**config.mk**
```make
export PLATFORM = sky130hd
export DESIGN_NAME = mc_hash_filter
export DESIGN_NICKNAME = d
export VERILOG_FILES = /design/src/rtl/mc_hash_filter.sv
export SDC_FILE = /design/constraint.sdc
export NUM_CORES = 1
export LEC_CHECK = 0
export ABC_AREA = 1
export BUFFER_PORTS_ARGS = -buffer_cell sky130_fd_sc_hd__buf_2
export CAP_MARGIN = 20
export CELL_PAD_IN_SITES_DETAIL_PLACEMENT = 0
export CELL_PAD_IN_SITES_GLOBAL_PLACEMENT = 1
export CORE_UTILIZATION = 45
export CTS_BUF_LIST = sky130_fd_sc_hd__clkbuf_4 sky130_fd_sc_hd__clkbuf_8
export DETAILED_ROUTE_END_ITERATION = 8
export HOLD_SLACK_MARGIN = 0.03
export PLACE_DENSITY = 0.8
export REMOVE_ABC_BUFFERS = 1
export SLEW_MARGIN = 20
export SYNTH_ARGS = -nofsm -noshare
export SYNTH_HDL_FRONTEND = slang
export SYNTH_SLANG_ARGS = --single-unit
```
**constraint.sdc**
```tcl
create_clock -name clk -period 2 [get_ports clk]
set_input_delay 0.2 -clock clk [delete_from_list [all_inputs] [get_ports clk]]
set_output_delay 0.2 -clock clk [all_outputs]
set_load 0.05 [all_outputs]
```
**src/rtl/mc_hash_filter.sv**
```systemverilog
module mc_hash_filter #(
  parameter int STEPS_PER_CYCLE = 1
) (
  input  logic        clk,
  input  logic        rst_n,
  input  logic        start,
  input  logic [47:0] addr,
  input  logic        flt_we,
  input  logic [2:0]  flt_sel,
  input  logic [7:0]  flt_data,
  input  logic        mode_we,
  input  logic        promisc_d,
  input  logic        allmc_d,
  output logic        done,
  output logic        accept,
  output logic        mcast,
  output logic [5:0]  hash
);
  localparam int          ADDR_W = 48;
  localparam int          NSTEP  = ADDR_W / STEPS_PER_CYCLE;
  localparam int          CW     = $clog2(NSTEP + 1);
  localparam logic [31:0] POLY   = 32'h04C1_1DB7;

  function automatic logic [31:0] crc_step(input logic [31:0] s, input logic b);
    logic [31:0] r;
    r = {s[30:0], 1'b0};
    if (b ^ s[31]) r = r ^ POLY;
    return r;
  endfunction

  logic [31:0]   crc_q;
  logic [47:0]   addr_q;
  logic [CW-1:0] cnt_q;
  logic          busy_q, mc_q;
  logic          promisc_q, allmc_q;
  logic [7:0]    filt_q [8];
  logic          done_q, accept_q, mcast_q;
  logic [5:0]    hash_q;

  logic [31:0] chain [STEPS_PER_CYCLE+1];
  assign chain[0] = crc_q;

  for (genvar g = 0; g < STEPS_PER_CYCLE; g++) begin : g_step
    assign chain[g+1] = crc_step(chain[g], addr_q[g]);
  end

  logic [5:0] nhash;
  always_comb
    for (int k = 0; k < 6; k++) nhash[5-k] = chain[STEPS_PER_CYCLE][k];

  logic [7:0] sel_byte;
  logic       hit, last_step;
  assign sel_byte  = filt_q[nhash[5:3]];
  assign hit       = sel_byte[nhash[2:0]];
  assign last_step = (cnt_q == CW'(NSTEP - 1));

  always_ff @(posedge clk) begin
    if (!rst_n) begin
      crc_q    <= '1;
      addr_q   <= '0;
      cnt_q    <= '0;
      busy_q   <= 1'b0;
      mc_q     <= 1'b0;
      done_q   <= 1'b0;
      accept_q <= 1'b0;
      mcast_q  <= 1'b0;
      hash_q   <= '0;
    end else begin
      done_q <= 1'b0;
      if (start) begin
        crc_q  <= '1;
        addr_q <= addr;
        cnt_q  <= '0;
        busy_q <= 1'b1;
        mc_q   <= addr[0];
      end else if (busy_q) begin
        crc_q  <= chain[STEPS_PER_CYCLE];
        addr_q <= addr_q >> STEPS_PER_CYCLE;
        cnt_q  <= cnt_q + 1'b1;
        if (last_step) begin
          busy_q   <= 1'b0;
          done_q   <= 1'b1;
          hash_q   <= nhash;
          mcast_q  <= mc_q;
          accept_q <= promisc_q | (mc_q & (allmc_q | hit));
        end
      end
    end
  end

  always_ff @(posedge clk) begin
    if (!rst_n) begin
      for (int i = 0; i < 8; i++) filt_q[i] <= '0;
      promisc_q <= 1'b0;
      allmc_q   <= 1'b0;
    end else begin
      if (flt_we) filt_q[flt_sel] <= flt_data;
      if (mode_we) begin
        promisc_q <= promisc_d;
        allmc_q   <= allmc_d;
      end
    end
  end

  assign done   = done_q;
  assign accept = accept_q;
  assign mcast  = mcast_q;
  assign hash   = hash_q;
endmodule

```
# ---- After elaboration in Yosys (flattened, before gate mapping)
# Memories as Yosys holds them, arrays and structs flattened.
# Index checks and enable logic that the tools add are counted.
dict set report word_totals {
  regBits 99
  mem_bits_rw 64
  mem_count 1
}
dict set report classes {
  add_sub_neg 1
  order_cmp 1
  eq_ne 1
  n_mux 16
  n_bitwise 8
  n_reduce_logical 5
}
# memory words word_bits rd rd_ports_with_merged_regs write_ports line_no
set mem_list {}
lappend mem_list {filt_q 8 8 1 0 8 36} ;# logic [7:0] filt_q [8];
# operator count
set ops {}
lappend ops {{48-bit 2-to-1 mux} 2}
lappend ops {{27-bit 2-to-1 mux} 1}
lappend ops {{14-bit inverter} 1}
lappend ops {{1-bit 2-to-1 mux} 10}
lappend ops {{8-bit 2-to-1 mux} 1}
lappend ops {{8-bit OR reduction} 1}
lappend ops {{6-bit by 1-bit adder with 6-bit output (second input constant)} 1}
lappend ops {{6-bit == test (second input constant)} 1}
lappend ops {{3-bit by 4-bit less-than comparator with 1-bit output (second input constant)} 1}
lappend ops {{1-bit binary-select mux with 3-bit select} 1}
lappend ops {{3-bit 2-to-1 mux} 1}
lappend ops {{1-bit inverter} 3}
lappend ops {{3-bit AND reduction} 1}
lappend ops {{3-bit OR reduction} 1}
lappend ops {{1-bit OR} 2}
lappend ops {{2-bit nonzero test} 1}
lappend ops {{2-bit OR reduction} 1}
lappend ops {{1-bit bitwise AND} 1}
lappend ops {{1-bit bitwise XOR} 1}

# ---- Longest topological paths before layout
# An unclocked memory read counts as a cell.
dict set report depth {
  word_depth 8
  mapped_depth 16
  depth_no_buf 15
}

# ---- Worst setup path after synthesis
# No wires, ideal clock.
dict set report synth_timing {
  path_type {register to register}
  from {register crc_q[1]}
  to {register accept_q (netlist: accept)}
  setup_ps 118
  arrival_ps 1437
  t_required_ps 1882
  slack_ps 444
  path_stages_with_launch 15
  path_buffers 2
  cell_sequence {dfxtp_1 -> buf_2 -> inv_2 -> buf_2 -> or2_1 -> o211ai_1 -> inv_1 -> nor2_1 -> nor2_1 -> nor2_1 -> nand3_1 -> nand3_1 -> nand3_1 -> nand2_1 -> a21oi_2}
}
dict set report synth_via {
  elab_chain_len 8
}
# element line_no
set synth_rtl {}
lappend synth_rtl {{start, declared} 31} ;# logic [31:0] crc_q;
lappend synth_rtl {{start signal, assigned} 77} ;# crc_q <= chain[STEPS_PER_CYCLE];
lappend synth_rtl {{14-bit inverter (no source line)} -}
lappend synth_rtl {{27-bit 2-to-1 mux (*)} 27} ;# if (b ^ s[31]) r = r ^ POLY;
lappend synth_rtl {{memory 8 x 8 bit (*)} -}
lappend synth_rtl {{1-bit binary-select mux with 3-bit select (*)} 54} ;# assign hit = sel_byte[nhash[2:0]];
lappend synth_rtl {{1-bit 2-to-1 mux (not written as such) (*)} 54}
lappend synth_rtl {{1-bit OR (*)} 85} ;# accept_q <= promisc_q | (mc_q & (allmc_q | hit));
lappend synth_rtl {{1-bit bitwise AND (*)} 85}
lappend synth_rtl {{1-bit OR (*)} 85}
lappend synth_rtl {{end signal, assigned} 85}
lappend synth_rtl {{end, declared} 37} ;# logic done_q, accept_q, mcast_q;
# Every way passes the cells marked *; elsewhere a longest branch is shown, timed or not. The select of a mux whose other input is x is not followed.
# A chain may end at the register's enable or synchronous reset.

# ---- Final worst setup path
dict set report layout_timing {
  from {register crc_q[31]}
  to {register accept_q (netlist: accept)}
}
dict set report layout_via {
  elab_chain_len 8
}
# element line_no
set layout_rtl {}
lappend layout_rtl {{1-bit bitwise XOR (*)} 27}
lappend layout_rtl {{27-bit 2-to-1 mux (*)} 27}
lappend layout_rtl {{memory 8 x 8 bit} -}
lappend layout_rtl {{1-bit binary-select mux with 3-bit select (*)} 54}
lappend layout_rtl {{1-bit 2-to-1 mux (not written as such) (*)} 54}
lappend layout_rtl {{1-bit OR (*)} 85}
lappend layout_rtl {{1-bit bitwise AND (*)} 85}
lappend layout_rtl {{1-bit OR (*)} 85}
# Marks and branches as above.

==> key figures <==
Hold path
  – Hold path start: addr[32]
  – Hold Path Depth: 5
  – Hold Path Sink: addr_q[32]
  – Worst min path class: primary input to register

Timing
  – RSZ-0062 raised after global routing: no
  – Post-route setup slack: 0.216 ns
  – Worst Skew: roughly 0.013 ns
  – Crit share post-route: approximately nine tenths
  – Final Hold Viols: 0
  – Slew headroom: around two thirds
  – Final setup violating endpoints: 0
  – Slew @ Worst Pin: ~0.47 ns
  – Post-layout min period: between 1.5 and 2 ns
  – Slew Viols, Final: 0
  – Worst hold slack: approximately 0.045 ns
  – FMAX: 561 MHz

Clocking
  – Skew-Pair Late Insertion Delay: approximately 0.46 ns
  – Clk buf depth: 2
  – Htree depth: 4
  – Clock buffer count from CTS: 17
  – CTS sink cnt: about 160
  – CTS tree: yes
  – Clk slew on worst S/H paths: ~0.080 ns
  – CTS Root Cell: clkbuf_8
  – # Post-CTS Setup Buffers: 0

Drt
  – Antenna viol nets, final: 0
  – Initial detailed-routing violation count: 353
  – DR vias: between 5000 and 6000
  – Detailed-router iteration count before antenna repair: 6
  – Vias/cell: approximately 4.8
  – DR DRC count: 0
  – DRT Wirelength: around 17000 um
  – Drt wl/cell: about 14 um

Synth
  – Yosys top cell area share: between 20% and 30%
  – Synth Warn #: 0
  – Synth area leader: dfxtp_1
  – Register area share after synthesis: ~54%
  – Synth Register Bits: around 160
  – Synth unique cells: 33
  – Ys flop type: dfxtp_1
  – Most frequent cells after synthesis: nand2_1, nor2_1, dfxtp_1, inv_1, nand3_1
  – Cell Area, Synth: 0.00721 sq mm
  – Mapped Cells: between 900 and 1000
  – Async set-or-reset flop fraction in the synthesized netlist: 0%
  – Ranking of synthesized cells by area: dfxtp_1, edfxtp_1, nand2_1, nand3_1, nor2_1
  – Most numerous cell in the Yosys netlist: nand2_1
  – Avg Inst Size Synth: between 7 and 8 sq um
  – EDFF count, synth: between 60 and 70

Pwr
  – Static leakage: 0.00409 uW
  – Combinational Power Share: between 10% and 20%
  – Sw frac: 25.9%
  – Reg power frac: a little over half
  – Max VDD drop: between 0.5 and 0.6 mV
  – Clock share of power: approximately a third
  – Pwr/cell area: approximately 810 mW/mm^2
  – Sw power: 1780 uW
  – Total internal power: roughly 5000 uW

Setup path
  – Register-to-Register Path Depth: 12
  – CP peak stage delay: about 0.33 ns
  – Largest fanout on the critical path: 7
  – Worst reg2reg endpoint: accept
  – Crit Path Class: register to register
  – Worst path most repeated cell: nand2_1
  – Data arrival, critical path: 2.13 ns
  – Reg2reg setup slack: 0.22 ns
  – Nature of the critical path endpoint: register
  – Cell breakdown of the critical path: inv_1 -> nand2_1 -> nand2_2 -> buf_4 -> xor2_2 -> inv_1 -> a21oi_1 -> nand2_1 -> nand3_1 -> nand3_1 -> nand2_1 -> a21oi_2
  – CP Launch Type: register
  – Reg-to-reg startpoint: crc_q[31]
  – Worst Path Required: about 2.3 ns
  – CP max stage cell: dfxtp_2

Finish
  – Share of layout cells above drive strength 1: ~15%
  – Area of the multi-input gates: between 0.002 and 0.003 sq mm
  – Post-layout instance area: between 0.008 and 0.009 sq mm
  – Area taken by flip-flops and latches: between 0.003 and 0.004 sq mm
  – Nets: around 1100
  – Ant diodes: 0
  – Final cell count without fillers: between 1000 and 1500
  – Syn-to-layout area delta: 17.6%
  – Layout filler cell count: about 1500

GRT
  – Vias in the first global route: roughly 5400
  – Overflow after GRT: 0
  – Global route hottest layer: met2
  – Initial antenna violation count: 0
  – Met2 usage: 34.2%
  – Met1 Resource Use GR: around 29%
  – First-pass GRT wire length: 27300 um
  – GR Util All Layers: a little over a fifth
  – Largest net degree at the start of global routing: 61
  – M3 GR Usage: 3.91%

Floorplanning
  – Core ar.: between 0.015 and 0.02 sq mm
  – IO Pins: 75
  – Die W: approximately 130 um
  – Initial core utilization: between 40% and 50%
  – Site Rows: between 40 and 50
  – Height of the die: about 130 um
  – Die Area: roughly 0.017 sq mm

Placement
  – Dpl hpwl: about 11000 um
  – Cells after DPL: 1175
  – Dpl ws: 0.157 ns
  – RePlAce Congestion: between 0.8 and 0.9
  – DP Area: about 0.008 sq mm
  – # port buffers: 74

Flow run
  – Max Cap Viol: 0

Status
  – Outcome: finished, final reports clean
## cells in the final DEF (no fill, tap or decap), types with 25 or more instances in the layout
| master | netlist | routed |
|---|---|---|
| nand3_1 | 78 | 78 |
| nor2_1 | 104 | 102 |
| dlygate4sd3_1 | 0 | 26 |
| o21ai_0 | 28 | 28 |
| nand2_1 | 292 | 292 |
| buf_2 | 13 | 74 |
| edfxtp_1 | 64 | 64 |
| inv_1 | 96 | 96 |
| a22oi_1 | 25 | 25 |
| a21oi_1 | 27 | 27 |
| dfxtp_1 | 99 | 97 |
## sequential cells by signal (all words and copies together) (netlist names)
register / flops
done: 1
addr_q: 48
filt_q: 64
mcast: 1
accept: 1
busy_q: 1
mc_q: 1
crc_q: 32
cnt_q: 6
promisc_q: 1
hash: 6
allmc_q: 1
## worst max path at each step
| stage | cells past startpoint | endpoint | from |
|---|---|---|---|
| after CTS | 13 | accept | addr_q[0] |
| after detailed placement | 14 | accept | addr_q[0] |
| after floorplan | 8 | accept | busy_q |
| final | 12 | accept | crc_q[31] |
| after global routing | 12 | accept | crc_q[1] |
| after global placement | 14 | accept | crc_q[31] |
## timing repair
| action | in CTS | in global routing |
|---|---|---|
| resized for setup | 0 | 6 |
| hold buffers | 26 | 0 |
| hold endpoints to repair | 23 | 0 |
| endpoints found under the setup margin | 0 | 1 |
## logic make-up (layout without fill, tap and decap cells)
family	count (synthesis)	count (layout)	synth area share, %
simple gates	504	504	28.9
flops	163	163	54.2
buf+inv	149	255	8.30
compound gates	97	97	8.07
fa+ha+maj	1	1	0.174
xor+xnor	1	1	0.226
mux	1	1	0.139
## critical path: cells and delay by family, from the launching register on
| kind | cells | cell delay (ns) |
|---|---|---|
| AND/OR/NAND/NOR | 6 | 0.55 |
| buffers and inverters | 3 | 0.39 |
| flip-flops | 1 | 0.33 |
| XOR/XNOR | 1 | 0.23 |
| AO/OA/AOI/OAI | 2 | 0.16 |
## area by class of cell
class                   count  share of cell area [%]
clock buffers              21                    3.11
flip-flops and latches    163                    46.1
clock inverters            11                    1.31
well taps                 211                    3.11
inverters                 103                    4.62
multi-input cells         604                    32.2
repair buffers            120                    9.51
## metrics by stage
stage | setup TNS (ns) | util (%) | power [uW]
after floorplan | -77.45 | - | 4230
after global placement | 0 | 50.7 | 4550
after detailed placement | 0 | 50.7 | 4550
after CTS | 0 | 54.8 | 6920
after global routing | 0 | 54.9 | 7170
final | 0 | 54.9 | 6860
## routing by layer
layer	share of wire (%)	vias up
met5	0	-
met4	1.2	0
met3	4.6	14
met2	46	124
met1	48	2646
li1	-	3111
## power groups by stage
stage | sequential [uW] | combinational (uW) | clock, uW
after CTS | 3690 | 825 | 2400
after floorplan | 3750 | 474 | 0
after global routing | 3710 | 941 | 2520
after detailed placement | 3770 | 781 | 0
after global placement | 3770 | 782 | 0
final | 3690 | 824 | 2340
(Power assumes the default switching activity.)
